### config.mk
export PLATFORM = sky130hd
export DESIGN_NAME = duty_meter
export DESIGN_NICKNAME = d
export VERILOG_FILES = /design/src/rtl/duty_meter_pkg.sv /design/src/rtl/dm_sync_edge.sv /design/src/rtl/dm_timer.sv /design/src/rtl/dm_capture.sv /design/src/rtl/dm_flags.sv /design/src/rtl/duty_meter.sv
export SDC_FILE = /design/constraint.sdc
export NUM_CORES = 1
export LEC_CHECK = 0
export ABC_AREA = 1
export BUFFER_PORTS_ARGS = -buffer_cell sky130_fd_sc_hd__buf_2
export CAP_MARGIN = 20
export CORE_ASPECT_RATIO = 1.2
export CORE_MARGIN = 10
export CORE_UTILIZATION = 30
export CTS_CLUSTER_SIZE = 28
export DETAILED_ROUTE_END_ITERATION = 10
export GPL_TIMING_DRIVEN = 0
export PLACE_DENSITY = 0.58
export SYNTH_ARGS = -nofsm -noshare
export SYNTH_HDL_FRONTEND = slang
export SYNTH_SLANG_ARGS = --single-unit
export TNS_END_PERCENT = 50
### constraint.sdc
create_clock -name clk -period 1.89 [get_ports clk]
set_clock_uncertainty 0.2 [all_clocks]
set_input_delay 0.0945 -clock clk [delete_from_list [all_inputs] [get_ports clk]]
set_output_delay 0.0945 -clock clk [all_outputs]
set_load 0.01 [all_outputs]
### src/rtl/duty_meter_pkg.sv
// Shared types for the duty cycle measurement cell.
// Assumes: single clock domain, synchronous active-low reset.
package duty_meter_pkg;

    // Edge events produced by the synchronizer, valid for one clock.
    typedef struct packed {
        logic rise;
        logic fall;
    } dm_edge_t;

    // Control bits gathered from the top-level configuration ports.
    typedef struct packed {
        logic rise_zero;
        logic fall_zero;
        logic cap_on_rise;
        logic aux_cap_en;
        logic rise_irq_en;
        logic fall_irq_en;
        logic rise_pulse_en;
        logic fall_pulse_en;
        logic limit_mode;
    } dm_cfg_t;

endpackage

### src/rtl/dm_sync_edge.sv
// Synchronizes the asynchronous input through STAGES flops and reports
// a rising or falling edge by comparing the last stage with one extra
// delayed copy. Assumes STAGES >= 2; reset value of every stage is 0.
module dm_sync_edge
    import duty_meter_pkg::*;
#(
    parameter int STAGES = 2
) (
    input  logic     clk,
    input  logic     rst_n,
    input  logic     sig_async,
    output dm_edge_t edges
);
    localparam int LAST = STAGES;

    // pipe_q[0] is the first sampling flop, pipe_q[LAST] the previous sample.
    logic [LAST:0] pipe_q;

    // Shift the input through the synchronizer and history flop.
    always_ff @(posedge clk) begin
        if (!rst_n) pipe_q <= '0;
        else        pipe_q <= {pipe_q[LAST-1:0], sig_async};
    end

    // Compare the settled sample against the one a cycle older.
    always_comb begin
        edges.rise = pipe_q[LAST-1] & ~pipe_q[LAST];
        edges.fall = ~pipe_q[LAST-1] & pipe_q[LAST];
    end

    // an edge report always follows a change seen at the first stage earlier.
    a_r4_rise_has_source: assert property (@(posedge clk) disable iff (!rst_n)
        edges.rise |-> $past(pipe_q[0]));

endmodule

### src/rtl/dm_timer.sv
// Local up-counter: cleared by enabled edges, otherwise free-running with
// wrap-around. Also compares the count against the limit value.
// Assumes edges are one-cycle events from dm_sync_edge.
module dm_timer
    import duty_meter_pkg::*;
#(
    parameter int TIMER_W = 24
) (
    input  logic               clk,
    input  logic               rst_n,
    input  dm_edge_t           edges,
    input  logic               rise_zero,
    input  logic               fall_zero,
    input  logic               limit_mode,
    input  logic [TIMER_W-1:0] limit_val,
    output logic [TIMER_W-1:0] count_q,
    output logic               limit_hit
);
    logic zero_req;

    // An enabled edge kind requests a counter clear.
    assign zero_req  = (edges.rise & rise_zero) | (edges.fall & fall_zero);
    // Limit reached without a clear arriving in the same cycle.
    assign limit_hit = limit_mode & (count_q == limit_val) & ~zero_req;

    // Count up every clock, clear on request.
    always_ff @(posedge clk) begin
        if (!rst_n)        count_q <= '0;
        else if (zero_req) count_q <= '0;
        else               count_q <= count_q + 1'b1;
    end

    // without a clear the counter steps by exactly one (modulo width).
    a_r2_count_step: assert property (@(posedge clk) disable iff (!rst_n)
        !zero_req |=> (count_q == TIMER_W'($past(count_q) + 1'b1)));

    // a clear request lands as zero on the next cycle.
    a_r3_zero_on_edge: assert property (@(posedge clk) disable iff (!rst_n)
        zero_req |=> (count_q == '0));

endmodule

### src/rtl/dm_capture.sv
// Holds the primary and secondary capture registers. The secondary one is
// also loaded by software and acts as the limit in limit mode.
// Assumes count is the counter value before any clear in this cycle.
module dm_capture
    import duty_meter_pkg::*;
#(
    parameter int TIMER_W = 24
) (
    input  logic               clk,
    input  logic               rst_n,
    input  dm_edge_t           edges,
    input  logic [TIMER_W-1:0] count,
    input  logic               cap_on_rise,
    input  logic               aux_cap_en,
    input  logic               limit_mode,
    input  logic               lim_wr,
    input  logic [TIMER_W-1:0] lim_wdata,
    output logic [TIMER_W-1:0] cap_main_q,
    output logic [TIMER_W-1:0] cap_aux_q
);
    logic main_take;
    logic aux_take;

    // Select which edge feeds which register.
    assign main_take = cap_on_rise ? edges.rise : edges.fall;
    assign aux_take  = aux_cap_en & ~limit_mode & (cap_on_rise ? edges.fall : edges.rise);

    // Primary register copies the count on its selected edge.
    always_ff @(posedge clk) begin
        if (!rst_n)         cap_main_q <= '0;
        else if (main_take) cap_main_q <= count;
    end

    // Secondary register: software write first, then opposite-edge capture.
    always_ff @(posedge clk) begin
        if (!rst_n)        cap_aux_q <= '0;
        else if (lim_wr)   cap_aux_q <= lim_wdata;
        else if (aux_take) cap_aux_q <= count;
    end

    // a primary capture stores the pre-clear count of that cycle.
    a_r5_main_capture: assert property (@(posedge clk) disable iff (!rst_n)
        main_take |=> (cap_main_q == $past(count)));

    // with no write and no capture the secondary register holds.
    a_r6_aux_hold: assert property (@(posedge clk) disable iff (!rst_n)
        !(aux_take || lim_wr) |=> $stable(cap_aux_q));

    // in limit mode only a write can change the secondary register.
    a_r10_limit_kept: assert property (@(posedge clk) disable iff (!rst_n)
        (limit_mode && !lim_wr) |=> $stable(cap_aux_q));

endmodule

### src/rtl/dm_flags.sv
// Sticky service flags with clear strobes, the one-cycle interrupt request
// and the one-cycle edge pulse. A set always wins over a same-cycle clear.
module dm_flags
    import duty_meter_pkg::*;
(
    input  logic     clk,
    input  logic     rst_n,
    input  dm_edge_t edges,
    input  logic     limit_hit,
    input  logic     rise_irq_en,
    input  logic     fall_irq_en,
    input  logic     rise_pulse_en,
    input  logic     fall_pulse_en,
    input  logic     clr_rise,
    input  logic     clr_fall,
    input  logic     clr_limit,
    output logic     flag_rise_q,
    output logic     flag_fall_q,
    output logic     flag_limit_q,
    output logic     irq_q,
    output logic     pulse_q
);
    logic irq_src;
    logic pulse_src;

    // Gather enabled request and pulse sources.
    assign irq_src   = (edges.rise & rise_irq_en) | (edges.fall & fall_irq_en) | limit_hit;
    assign pulse_src = (edges.rise & rise_pulse_en) | (edges.fall & fall_pulse_en);

    // Update flags (set over clear) and register the one-cycle outputs.
    always_ff @(posedge clk) begin
        if (!rst_n) begin
            flag_rise_q  <= 1'b0;
            flag_fall_q  <= 1'b0;
            flag_limit_q <= 1'b0;
            irq_q        <= 1'b0;
            pulse_q      <= 1'b0;
        end else begin
            flag_rise_q  <= edges.rise | (flag_rise_q & ~clr_rise);
            flag_fall_q  <= edges.fall | (flag_fall_q & ~clr_fall);
            flag_limit_q <= limit_hit  | (flag_limit_q & ~clr_limit);
            irq_q        <= irq_src;
            pulse_q      <= pulse_src;
        end
    end

    // any rising edge leaves the rising flag set.
    a_r7_rise_sets: assert property (@(posedge clk) disable iff (!rst_n)
        edges.rise |=> flag_rise_q);

    // no enabled source means no request next cycle.
    a_r8_irq_quiet: assert property (@(posedge clk) disable iff (!rst_n)
        !(edges.rise && rise_irq_en) && !(edges.fall && fall_irq_en) && !limit_hit |=> !irq_q);

    // an enabled falling edge produces the pulse.
    a_r9_pulse_fall: assert property (@(posedge clk) disable iff (!rst_n)
        (edges.fall && fall_pulse_en) |=> pulse_q);

    // a limit hit sets the flag and raises a request.
    a_r10_limit_flag: assert property (@(posedge clk) disable iff (!rst_n)
        limit_hit |=> (flag_limit_q && irq_q));

endmodule

### src/rtl/duty_meter.sv
// Top of the duty cycle measurement cell. Gathers the configuration bits,
// then wires synchronizer, counter, capture registers and flag logic.
// Assumes all ports except sig_in are synchronous to clk.
module duty_meter
    import duty_meter_pkg::*;
#(
    parameter int TIMER_W     = 24,
    parameter int SYNC_STAGES = 2
) (
    input  logic               clk,
    input  logic               rst_n,
    input  logic               sig_in,
    input  logic               cfg_rise_zero,
    input  logic               cfg_fall_zero,
    input  logic               cfg_cap_on_rise,
    input  logic               cfg_aux_cap_en,
    input  logic               cfg_rise_irq_en,
    input  logic               cfg_fall_irq_en,
    input  logic               cfg_rise_pulse_en,
    input  logic               cfg_fall_pulse_en,
    input  logic               cfg_limit_mode,
    input  logic               lim_wr,
    input  logic [TIMER_W-1:0] lim_wdata,
    input  logic               clr_rise,
    input  logic               clr_fall,
    input  logic               clr_limit,
    output logic [TIMER_W-1:0] count,
    output logic [TIMER_W-1:0] cap_main,
    output logic [TIMER_W-1:0] cap_aux,
    output logic               flag_rise,
    output logic               flag_fall,
    output logic               flag_limit,
    output logic               irq,
    output logic               pulse_out
);
    dm_cfg_t  cfg;
    dm_edge_t edges;
    logic     limit_hit;

    // Collect the configuration ports into one record.
    always_comb begin
        cfg.rise_zero     = cfg_rise_zero;
        cfg.fall_zero     = cfg_fall_zero;
        cfg.cap_on_rise   = cfg_cap_on_rise;
        cfg.aux_cap_en    = cfg_aux_cap_en;
        cfg.rise_irq_en   = cfg_rise_irq_en;
        cfg.fall_irq_en   = cfg_fall_irq_en;
        cfg.rise_pulse_en = cfg_rise_pulse_en;
        cfg.fall_pulse_en = cfg_fall_pulse_en;
        cfg.limit_mode    = cfg_limit_mode;
    end

    dm_sync_edge #(.STAGES(SYNC_STAGES)) u_sync (
        .clk       (clk),
        .rst_n     (rst_n),
        .sig_async (sig_in),
        .edges     (edges)
    );

    dm_timer #(.TIMER_W(TIMER_W)) u_timer (
        .clk        (clk),
        .rst_n      (rst_n),
        .edges      (edges),
        .rise_zero  (cfg.rise_zero),
        .fall_zero  (cfg.fall_zero),
        .limit_mode (cfg.limit_mode),
        .limit_val  (cap_aux),
        .count_q    (count),
        .limit_hit  (limit_hit)
    );

    dm_capture #(.TIMER_W(TIMER_W)) u_capture (
        .clk         (clk),
        .rst_n       (rst_n),
        .edges       (edges),
        .count       (count),
        .cap_on_rise (cfg.cap_on_rise),
        .aux_cap_en  (cfg.aux_cap_en),
        .limit_mode  (cfg.limit_mode),
        .lim_wr      (lim_wr),
        .lim_wdata   (lim_wdata),
        .cap_main_q  (cap_main),
        .cap_aux_q   (cap_aux)
    );

    dm_flags u_flags (
        .clk           (clk),
        .rst_n         (rst_n),
        .edges         (edges),
        .limit_hit     (limit_hit),
        .rise_irq_en   (cfg.rise_irq_en),
        .fall_irq_en   (cfg.fall_irq_en),
        .rise_pulse_en (cfg.rise_pulse_en),
        .fall_pulse_en (cfg.fall_pulse_en),
        .clr_rise      (clr_rise),
        .clr_fall      (clr_fall),
        .clr_limit     (clr_limit),
        .flag_rise_q   (flag_rise),
        .flag_fall_q   (flag_fall),
        .flag_limit_q  (flag_limit),
        .irq_q         (irq),
        .pulse_q       (pulse_out)
    );

    // after a reset cycle nothing is pending on the event outputs.
    a_r1_reset_quiet: assert property (@(posedge clk)
        !rst_n |=> (!irq && !pulse_out && !flag_rise && !flag_fall && !flag_limit));

endmodule

==> results.json, run 1 <==
{
  "syn_avg_cell_area_sq_um": 6.62,
  "grt_use_total": 0.154,
  "cp_slowest_cell": "dfxtp_2",
  "final_common_cell": "nand2_1",
  "dp_hpwl_mm": 11.0,
  "placed_area_sq_mm": 0.00474,
  "ios": 117,
  "place.gp.congestion": 0.837,
  "drive_gt1_frac": 0.231,
  "dieArea_sq_mm": 0.0182,
  "p_int_mw": 2.83,
  "syn_nets": 638,
  "endpoint_kind": "register",
  "max_freq_ghz": 0.566,
  "layout_common_cells": "186 x nand2_1, 124 x buf_2, 76 x dfxtp_1",
  "tightest_slew_ns": 0.679,
  "die_x_um": 125,
  "drt_pass1_iterations": 4,
  "ir_drop_uv": 419,
  "grt_max_degree": 13,
  "gr-total-overflow": 0,
  "yosys_warnings": 0,
  "power.share.combinational": 0.119,
  "syn_inst": 597,
  "crit_path_start": "u_timer.count_q[1]",
  "fin_crit_ns": 1.77,
  "worst_r2r_endpoint": "u_timer.count_q[20]",
  "clkSinkCount": 80,
  "post-cts-setup-buffer-count": 0,
  "drt_wl_total_mm": 14.3,
  "viasPerCell": 4.58,
  "drv_cap": 0,
  "cts_tree": "done",
  "design.core.area_sq_mm": 0.0128,
  "hp-start": "cfg_cap_on_rise",
  "cp_num_cells": 9,
  "status": "complete, no violations",
  "port_buffers": 116,
  "synth.distinct_cells": 27,
  "yosys_register_bits": 80,
  "grt_antenna_before_repair": 0,
  "htreeDepth": 3,
  "synth-seq-area-share": 0.405,
  "route.detailed.drc": 0,
  "path_buf_inv": 1,
  "slowest_delay_ns": 0.38,
  "r2r_slack_ns": 0.12,
  "r2r_start": "u_timer.count_q[1]",
  "switching_share": 0.258,
  "min_path_type": "in2reg",
  "rsz0062_at_grt": "true",
  "p_sw_uw": 986,
  "slew_headroom": 0.548,
  "crit_path_start_kind": "register",
  "setup_viol": 0,
  "crit_path_end": "u_timer.count_q[20]",
  "seqPwrFrac": 0.462,
  "row_count": 45,
  "worstPathRequired_ns": 1.92,
  "clockBufferDepth": 2,
  "critPathKind": "reg2reg",
  "fin_area_sq_mm": 0.00537,
  "start_util": 0.309,
  "crit_top_cell": "nand2_2",
  "antenna_cells": 0,
  "p_clk_frac": 0.419,
  "drv_slew": 0,
  "clock_latency_ns": 0.34,
  "grt_pass1_wl_mm": 22.7,
  "leakagePower_nw": 2.46,
  "area_delta_synth_final_pct": 35.7,
  "cpLargestDelayFamily": "simple AND/OR/NAND/NOR gates",
  "p_per_area_mw_per_mm2": 711,
  "path_clk_slew_ns": 0.06,
  "fin_crit_sh": 0.935,
  "r2r_cells": 9,
  "power_mw": 3.82,
  "wl_per_cell_um": 15.5,
  "drt.antenna.violating_nets": 0,
  "numCtsBuffers": 9,
  "finalSetupTns_ns": 0,
  "cts-root-buf": "clkbuf_16",
  "vias": 4248,
  "die_h_um": 146,
  "netlist_area_sq_mm": 0.00396,
  "path_max_fanout": 6,
  "hold_viol_final": 0,
  "first_iter_violations": 301,
  "arrival_ns": 1.79,
  "first_global_vias": 4126,
  "crit_chain": "ha_1 > nand2_1 > inv_2 > nand2_2 > nor2_4 > nand2_2 > nor2_2 > xor2_1 > nor2_1",
  "fin_nets": 799
}
## cells by family (layout without fill, tap and decap cells)
group,count (synthesis),in the layout,synth area share
flops,80,80,0.405
simple gates,313,313,0.347
buf+inv,95,261,0.101
compound gates,101,101,0.128
fa+ha+maj,1,1,0.00316
xor+xnor,7,7,0.0155
## layer usage
layer	track usage	wire (um)	vias to the layer above
met5	0	0	-
met4	0.0571	254	0
met3	0.0313	624	12
met2	0.256	6980	94
met1	0.190	6460	1914
li1	-	-	2228
## synth_stat cells
cell / count / share of area
a21oi_1: 68 / 0.086
inv_1: 65 / 0.062
clkbuf_1: 8 / 0.0076
buf_6: 2 / 0.0057
nand3_1: 63 / 0.080
dfxtp_1: 80 / 0.40
nor2_2: 5 / 0.0079
nand4_1: 6 / 0.0095
a211oi_1: 1 / 0.0019
xor2_1: 4 / 0.0089
nor2_8: 1 / 0.0051
buf_4: 4 / 0.0076
nand4_4: 1 / 0.0054
buf_1: 1 / 0.00095
nor2_4: 2 / 0.0057
ha_1: 1 / 0.0032
o21ai_0: 32 / 0.040
nand2_4: 3 / 0.0085
nor2_1: 34 / 0.032
nand2_1: 188 / 0.18
clkbuf_2: 2 / 0.0025
inv_2: 5 / 0.0047
nand2_2: 5 / 0.0079
nor3_1: 4 / 0.0051
nor4_1: 1 / 0.0016
xnor2_1: 3 / 0.0066
buf_2: 8 / 0.010
## layout make-up
cell class | count | area [sq um]
Sequential cell | 80 | 1610
Tap cell | 164 | 205
Inverter | 70 | 263
Clock buffer | 12 | 246
Fill cell | 1345 | 7420
Multi-Input combinational cell | 422 | 1960
Clock inverter | 4 | 20.0
Buffer | 25 | 136
Timing Repair Buffer | 150 | 921
## state kept, by name, indices dropped and copies added (netlist names)
register              cells
u_flags.pulse_q           1
u_timer.count_q          24
u_capture.cap_main_q     24
u_flags.flag_rise_q       1
u_capture.cap_aux_q      24
u_flags.irq_q             1
u_flags.flag_fall_q       1
u_sync.pipe_q             3
u_flags.flag_limit_q      1
## tightest hold or removal path: stages
cell and delay [ns]:
buf_2 0.11, nand2_2 0.15, nand3_1 0.13, a21oi_1 0.06
## worst min-delay path by stage
stage                                    end  cells past startpoint
finish               u_capture.cap_main_q[0]                      4
global route        u_capture.cap_main_q[23]                      4
CTS                   u_capture.cap_aux_q[6]                      4
detailed placement          u_sync.pipe_q[0]                      3
global placement            u_sync.pipe_q[0]                      3
floorplan                   u_sync.pipe_q[0]                      2
## through the flow
| step | std cells | setup WS, ns | utilization | hold slack [ns] |
|---|---|---|---|---|
| 6_report | 927 | 0.122 | 0.420 | 0.0518 |
| 5_1_grt | 927 | -0.0164 | 0.420 | 0.0846 |
| 4_1_cts | 927 | 0.0342 | 0.419 | 0.0552 |
| 3_5_place_dp | 877 | 0.000260 | 0.371 | 0.0868 |
| 3_3_place_gp | 877 | 0.00598 | 0.371 | 0.0838 |
| 2_1_floorplan | 597 | 0.187 | - | -0.0120 |
## power by group through the flow
stage,sequential (mW),combinational (mW),clock (mW)
6_report,1.76,0.454,1.60
5_1_grt,1.77,0.511,1.69
4_1_cts,1.76,0.459,1.63
3_5_place_dp,1.80,0.403,0
3_3_place_gp,1.80,0.402,0
2_1_floorplan,1.81,0.221,0
## what timing repair did
| item | 4_1_cts | 5_1_grt |
|---|---|---|
| gates resized for setup | 1 | 8 |
| hold buffers | 34 | 0 |
| hold endpoints to repair | 32 | 0 |
| endpoints found under the setup margin | 1 | 26 |
| pin swaps | 0 | 1 |
(Power assumes the default switching activity.)
==> run 2: changes to the inputs <==
--- a/config.mk
+++ b/config.mk
@@ -10,11 +10,11 @@
 export CAP_MARGIN = 20
 export CORE_ASPECT_RATIO = 1.2
 export CORE_MARGIN = 10
-export CORE_UTILIZATION = 30
+export CORE_UTILIZATION = 40
 export CTS_CLUSTER_SIZE = 28
 export DETAILED_ROUTE_END_ITERATION = 10
 export GPL_TIMING_DRIVEN = 0
-export PLACE_DENSITY = 0.58
+export PLACE_DENSITY = 0.71
 export SYNTH_ARGS = -nofsm -noshare
 export SYNTH_HDL_FRONTEND = slang
 export SYNTH_SLANG_ARGS = --single-unit
==> run 2 against run 1 <==
  * Die area decreased by 22%
  * Hold slack got worse by 0.023 ns
  * Critical endpoint is now u_timer.count_q[16]
  * Register-to-register slack about the same
  * Sequential cell count unchanged
  * Sequential share of layout area about the same
  * Setup slack got worse by 0.011 ns
==> results.json, run 2 (synthesis gave the netlist of run 1 again) <==
{
  "drt.antenna.violating_nets": 0,
  "p_per_area_mw_per_mm2": 744,
  "htreeDepth": 3,
  "hp-start": "cfg_cap_on_rise",
  "regArea_sq_mm": 0.00161,
  "layout_common_cells": "186 x nand2_1, 124 x buf_2, 75 x dfxtp_1",
  "min_delay_path_depth": 4,
  "setup_viol": 0,
  "min_to": "u_capture.cap_main_q[2]",
  "finish.utilization": 0.559,
  "drv_cap": 0,
  "drt_pass1_iterations": 5,
  "power_mw": 4.00,
  "clock_latency_ns": 0.34,
  "max_freq_ghz": 0.562,
  "finalSetupTns_ns": 0,
  "fill_cells": 975,
  "instances_no_fill": 888,
  "vias": 4485,
  "status": "complete, no violations",
  "drt_wl_total_mm": 14.3,
  "fin_crit_ns": 1.78,
  "path_clk_slew_ns": 0.06,
  "fin_crit_sh": 0.941,
  "worst_r2r_endpoint": "u_timer.count_q[16]",
  "path_max_fanout": 6,
  "place.gp.congestion": 0.890,
  "grt_pass1_wl_mm": 22.3,
  "clkSinkCount": 80,
  "r2r_start": "u_timer.count_q[1]",
  "r2r_slack_ns": 0.11,
  "clockBufferDepth": 2,
  "numCtsBuffers": 9,
  "slew_headroom": 0.518,
  "fin_nets": 801,
  "dp_hpwl_mm": 10.6,
  "whs_ns": 0.0291,
  "final_common_cell": "nand2_1",
  "die_h_um": 129,
  "row_count": 39,
  "grt_max_degree": 13,
  "gr-total-overflow": 0,
  "first_iter_violations": 317,
  "area_delta_synth_final_pct": 35.8,
  "crit_path_start_kind": "register",
  "viasPerCell": 5.05,
  "multiInputGateArea_sq_mm": 0.00197,
  "r2r_cells": 8,
  "drv_slew": 0,
  "endpoint_kind": "register",
  "cts_tree": "done",
  "arrival_ns": 1.80,
  "start_util": 0.411,
  "first_global_vias": 4318,
  "ios": 117,
  "post-place-ws_ns": 0.0178,
  "leakagePower_nw": 2.48,
  "min_path_type": "in2reg",
  "antenna_cells": 0,
  "grt_use_total": 0.192,
  "rsz0062_at_grt": "false",
  "die_x_um": 111,
  "design.core.area_sq_mm": 0.00961,
  "drive_gt1_frac": 0.237,
  "worstPathRequired_ns": 1.91,
  "route.detailed.drc": 0,
  "dpl.cell_count": 836,
  "wl_per_cell_um": 16.1,
  "reg_top3": "u_capture.cap_aux_q: 24 flops, u_capture.cap_main_q: 24 flops, u_timer.count_q: 24 flops",
  "placed_area_sq_mm": 0.00469,
  "grt_antenna_before_repair": 0,
  "fin_area_sq_mm": 0.00537,
  "hold_viol_final": 0,
  "setup_ws_ns": 0.112,
  "tightest_slew_ns": 0.722,
  "dieArea_sq_mm": 0.0143,
  "port_buffers": 116,
  "ir_drop_uv": 388,
  "cts-root-buf": "clkbuf_16",
  "critPathKind": "reg2reg"
}
==> run 2: area by class of cell <==
cell class / instances / share of cell area
buffer: 25 / 0.0254
clock buffer: 13 / 0.0484
clock inverter: 3 / 0.00745
inverter: 70 / 0.0489
multi-input combinational: 422 / 0.367
sequential: 80 / 0.300
tap: 123 / 0.0286
timing repair buffer: 152 / 0.174
==> run 2: critical path, cell delays in order, from the launching register on <==
cell	delay, ns
dfxtp_4	0.38
ha_2	0.18
nand2_1	0.09
inv_2	0.10
nand2_2	0.10
nor2_4	0.20
nand2_4	0.11
o21ai_0	0.21
a21oi_2	0.08
==> run 2: routing by layer <==
layer / GRT usage / wire, um
met3: 0.0367 / 966
met5: 0 / 0
met1: 0.223 / 5860
met4: 0.0729 / 266
met2: 0.342 / 7170
==> run 2: worst max path at each step <==
stage	from	to	slack, ns	depth (start not counted)
2_1_floorplan	u_timer.count_q[0]	u_timer.count_q[20]	0.19	9
3_3_place_gp	u_timer.count_q[0]	u_timer.count_q[20]	0.03	9
3_5_place_dp	u_timer.count_q[1]	u_timer.count_q[20]	0.02	9
4_1_cts	u_timer.count_q[0]	u_timer.count_q[20]	0.07	9
5_1_grt	u_sync.pipe_q[2]	u_timer.count_q[23]	0.02	7
6_report	u_timer.count_q[1]	u_timer.count_q[16]	0.11	8
==> run 2: report_power, final <==
| group | internal, mW | total (mW) | switching (mW) |
|---|---|---|---|
| clock | 1.09 | 1.77 | 0.682 |
| sequential | 1.72 | 1.76 | 0.0381 |
| combinational | 0.192 | 0.461 | 0.269 |
| total | 3.01 | 4.00 | 0.989 |
==> run 2: repair_timing <==
action | CTS | global route
resized for setup | 2 | 12
hold buffers | 34 | 0
endpoints found under the hold margin | 32 | 0
pin swaps | 0 | 2
setup buffers | 0 | 2
setup endpoints to repair | 1 | 14
==> run 3: changes to the inputs <==
--- a/config.mk
+++ b/config.mk
@@ -5,7 +5,6 @@
 export SDC_FILE = /design/constraint.sdc
 export NUM_CORES = 1
 export LEC_CHECK = 0
-export ABC_AREA = 1
 export BUFFER_PORTS_ARGS = -buffer_cell sky130_fd_sc_hd__buf_2
 export CAP_MARGIN = 20
 export CORE_ASPECT_RATIO = 1.2
@@ -14,7 +13,7 @@
 export CTS_CLUSTER_SIZE = 28
 export DETAILED_ROUTE_END_ITERATION = 10
 export GPL_TIMING_DRIVEN = 0
-export PLACE_DENSITY = 0.71
+export PLACE_DENSITY = 0.73
 export SYNTH_ARGS = -nofsm -noshare
 export SYNTH_HDL_FRONTEND = slang
 export SYNTH_SLANG_ARGS = --single-unit
==> run 3 against run 2 <==
  * The run now ends with setup timing left
  * First-iteration DRC count shrank 31%
  * Core utilization grew 4.5 points
  * Final cell count shrank 17%
  * Critical endpoint is now u_timer.count_q[23]
  * Largest cell class unchanged
  * Largest power group is now registers
==> results.json, run 3 <==
{
  "crit_chain": "nand3_2 > or4_4 > or4b_1 > a21oi_1",
  "rsz0062_at_grt": "true",
  "syn_avg_cell_area_sq_um": 7.97,
  "design.core.area_sq_mm": 0.00856,
  "grt_max_degree": 15,
  "fin_nets": 660,
  "final_common_cell": "buf_2",
  "synthArstFlopShare": 0,
  "synth.distinct_cells": 36,
  "slowest_delay_ns": 0.57,
  "gr-total-overflow": 0,
  "path_max_fanout": 6,
  "drt_pass1_iterations": 4,
  "yosys_warnings": 0,
  "viasPerCell": 5.07,
  "reg_top3": "u_capture.cap_aux_q: 24 flops, u_capture.cap_main_q: 24 flops, u_timer.count_q: 24 flops",
  "ir_drop_uv": 530,
  "first_global_vias": 3744,
  "grt_use_total": 0.185,
  "syn_inst": 438,
  "clockBufferDepth": 2,
  "path_clk_slew_ns": 0.09,
  "grt_antenna_before_repair": 0,
  "start_util": 0.408,
  "place.gp.congestion": 0.856,
  "drv_slew": 0,
  "die_x_um": 105,
  "syn_nets": 479,
  "drt_wl_total_mm": 12.3,
  "antenna_cells": 0,
  "fin_crit_sh": 1.02,
  "drive_gt1_frac": 0.349,
  "route.detailed.drc": 0,
  "netlist_area_sq_mm": 0.00349,
  "htreeDepth": 3,
  "layout_common_cells": "117 x buf_2, 83 x nand2_1, 81 x a21oi_1",
  "numCtsBuffers": 9,
  "cpLargestDelayFamily": "simple AND/OR/NAND/NOR gates",
  "setup_viol": 2,
  "ys.flop_type": "dfxtp_1",
  "hold_viol_final": 0,
  "crit_path_start_kind": "register",
  "finish.utilization": 0.604,
  "leakagePower_nw": 2.18,
  "area_delta_synth_final_pct": 48.2,
  "row_count": 37,
  "post-place-ws_ns": -0.254,
  "wl_per_cell_um": 16.6,
  "ios": 117,
  "arrival_ns": 2.02,
  "clkSinkCount": 80,
  "status": "finished, violations left",
  "die_h_um": 122,
  "cts_tree": "done",
  "synth_edf_count": 0,
  "dieArea_sq_mm": 0.0129,
  "violations": "setup timing",
  "endpoint_kind": "register",
  "drt.antenna.violating_nets": 0,
  "worstPathRequired_ns": 1.99,
  "power_mw": 3.52,
  "setup_ws_ns": -0.0286,
  "yosys_register_bits": 80,
  "vias": 3757,
  "first_iter_violations": 220,
  "port_buffers": 115,
  "p_per_area_mw_per_mm2": 680,
  "clock_latency_ns": 0.37,
  "synth.top_cell.area_share": 0.459,
  "grt_pass1_wl_mm": 19.2,
  "max_freq_ghz": 0.521,
  "drv_cap": 0,
  "synth-seq-area-share": 0.459,
  "yosys-top-cells-area": "dfxtp_1 46%, a21oi_1 12%, nand2_1 9.0%",
  "fin_crit_ns": 1.92,
  "path_buf_inv": 0,
  "synth_commonest_cells": "84 x a21oi_1, 84 x nand2_1, 80 x dfxtp_1, 29 x o21ai_0, 27 x xnor2_1",
  "dp_hpwl_mm": 8.68,
  "cp_slowest_cell": "or4_4",
  "synth_area_leader_cell": "dfxtp_1",
  "min_path_type": "in2reg",
  "tightest_slew_ns": 0.514,
  "cts-root-buf": "clkbuf_8",
  "critPathKind": "reg2reg",
  "slew_headroom": 0.657
}
-- run 3: per-layer routing --
metal  GRT usage  up-vias  wire length [um]  part of all wire
li1            -     1870                 -                 -
met5           0        -                 0                 0
met3      0.0582       14               875             0.071
met1       0.207     1758              4960              0.40
met4      0.0670        0               193             0.016
met2       0.323      115              6260              0.51
-- run 3: power breakdown --
part           leakage [nW]  internal [mW]  switching, mW
Combinational          1.41          0.207          0.219
Clock                 0.102          0.651          0.672
Sequential            0.664           1.72         0.0472
Total                  2.18           2.58          0.939
-- run 3: area by class of cell --
| class | count | area [sq um] |
|---|---|---|
| fill | 774 | 3390 |
| multi-input combinational | 318 | 1850 |
| sequential | 80 | 1650 |
| timing repair buffer | 174 | 1110 |
| buffer | 30 | 188 |
| tap | 117 | 146 |
| clock buffer | 10 | 138 |
| clock inverter | 6 | 68.8 |
| inverter | 6 | 22.5 |
-- run 3: worst register-to-register path, cell delays in order, from the launching register on --
cell and delay [ns]:
dfxtp_4 0.39, nand3_2 0.09, or4_4 0.57, or4b_1 0.49, a21oi_1 0.13
-- run 3: cells by family after synthesis --
kind of cell,after synthesis,synth area share
simple gates,154,0.207
compound gates,127,0.195
flops,80,0.459
buf+inv,40,0.0462
xor+xnor,36,0.0903
fa+ha+maj,1,0.00358
-- run 3: path summary, 6_finish.rpt --
| path | from | endpoint | slack (ns) | cells past startpoint |
|---|---|---|---|---|
| setup / recovery | u_timer.count_q[16] | u_timer.count_q[23] | -0.03 | 4 |
| hold / removal | cfg_fall_zero | u_flags.irq_q | 0.04 | 4 |
| setup reg to reg | u_timer.count_q[16] | u_timer.count_q[23] | -0.03 | 4 |
| hold reg to reg | u_sync.pipe_q[0] | u_sync.pipe_q[1] | 0.24 | 1 |
-- run 3: per-stage QoR --
stage / instance area [sq um] / hold slack [ns] / instances / TNS, ns
finish: 5180 / 0.0355 / 741 / -0.0544
CTS: 4990 / 0.0242 / 728 / -0.140
floorplan: 3540 / -0.0112 / 438 / -0.0186
detailed placement: 4260 / 0.0850 / 670 / -12.51
global placement: 4260 / 0.0799 / 670 / -9.73
global route: 5180 / 0.0312 / 741 / -0.417
-- run 3: what timing repair did --
item,4_1_cts,5_1_grt
gates cloned,0,1
endpoints found under the setup margin,64,53
pin swaps,5,13
setup buffers,9,15
hold buffers,35,0
resized for setup,35,45
endpoints found under the hold margin,34,0
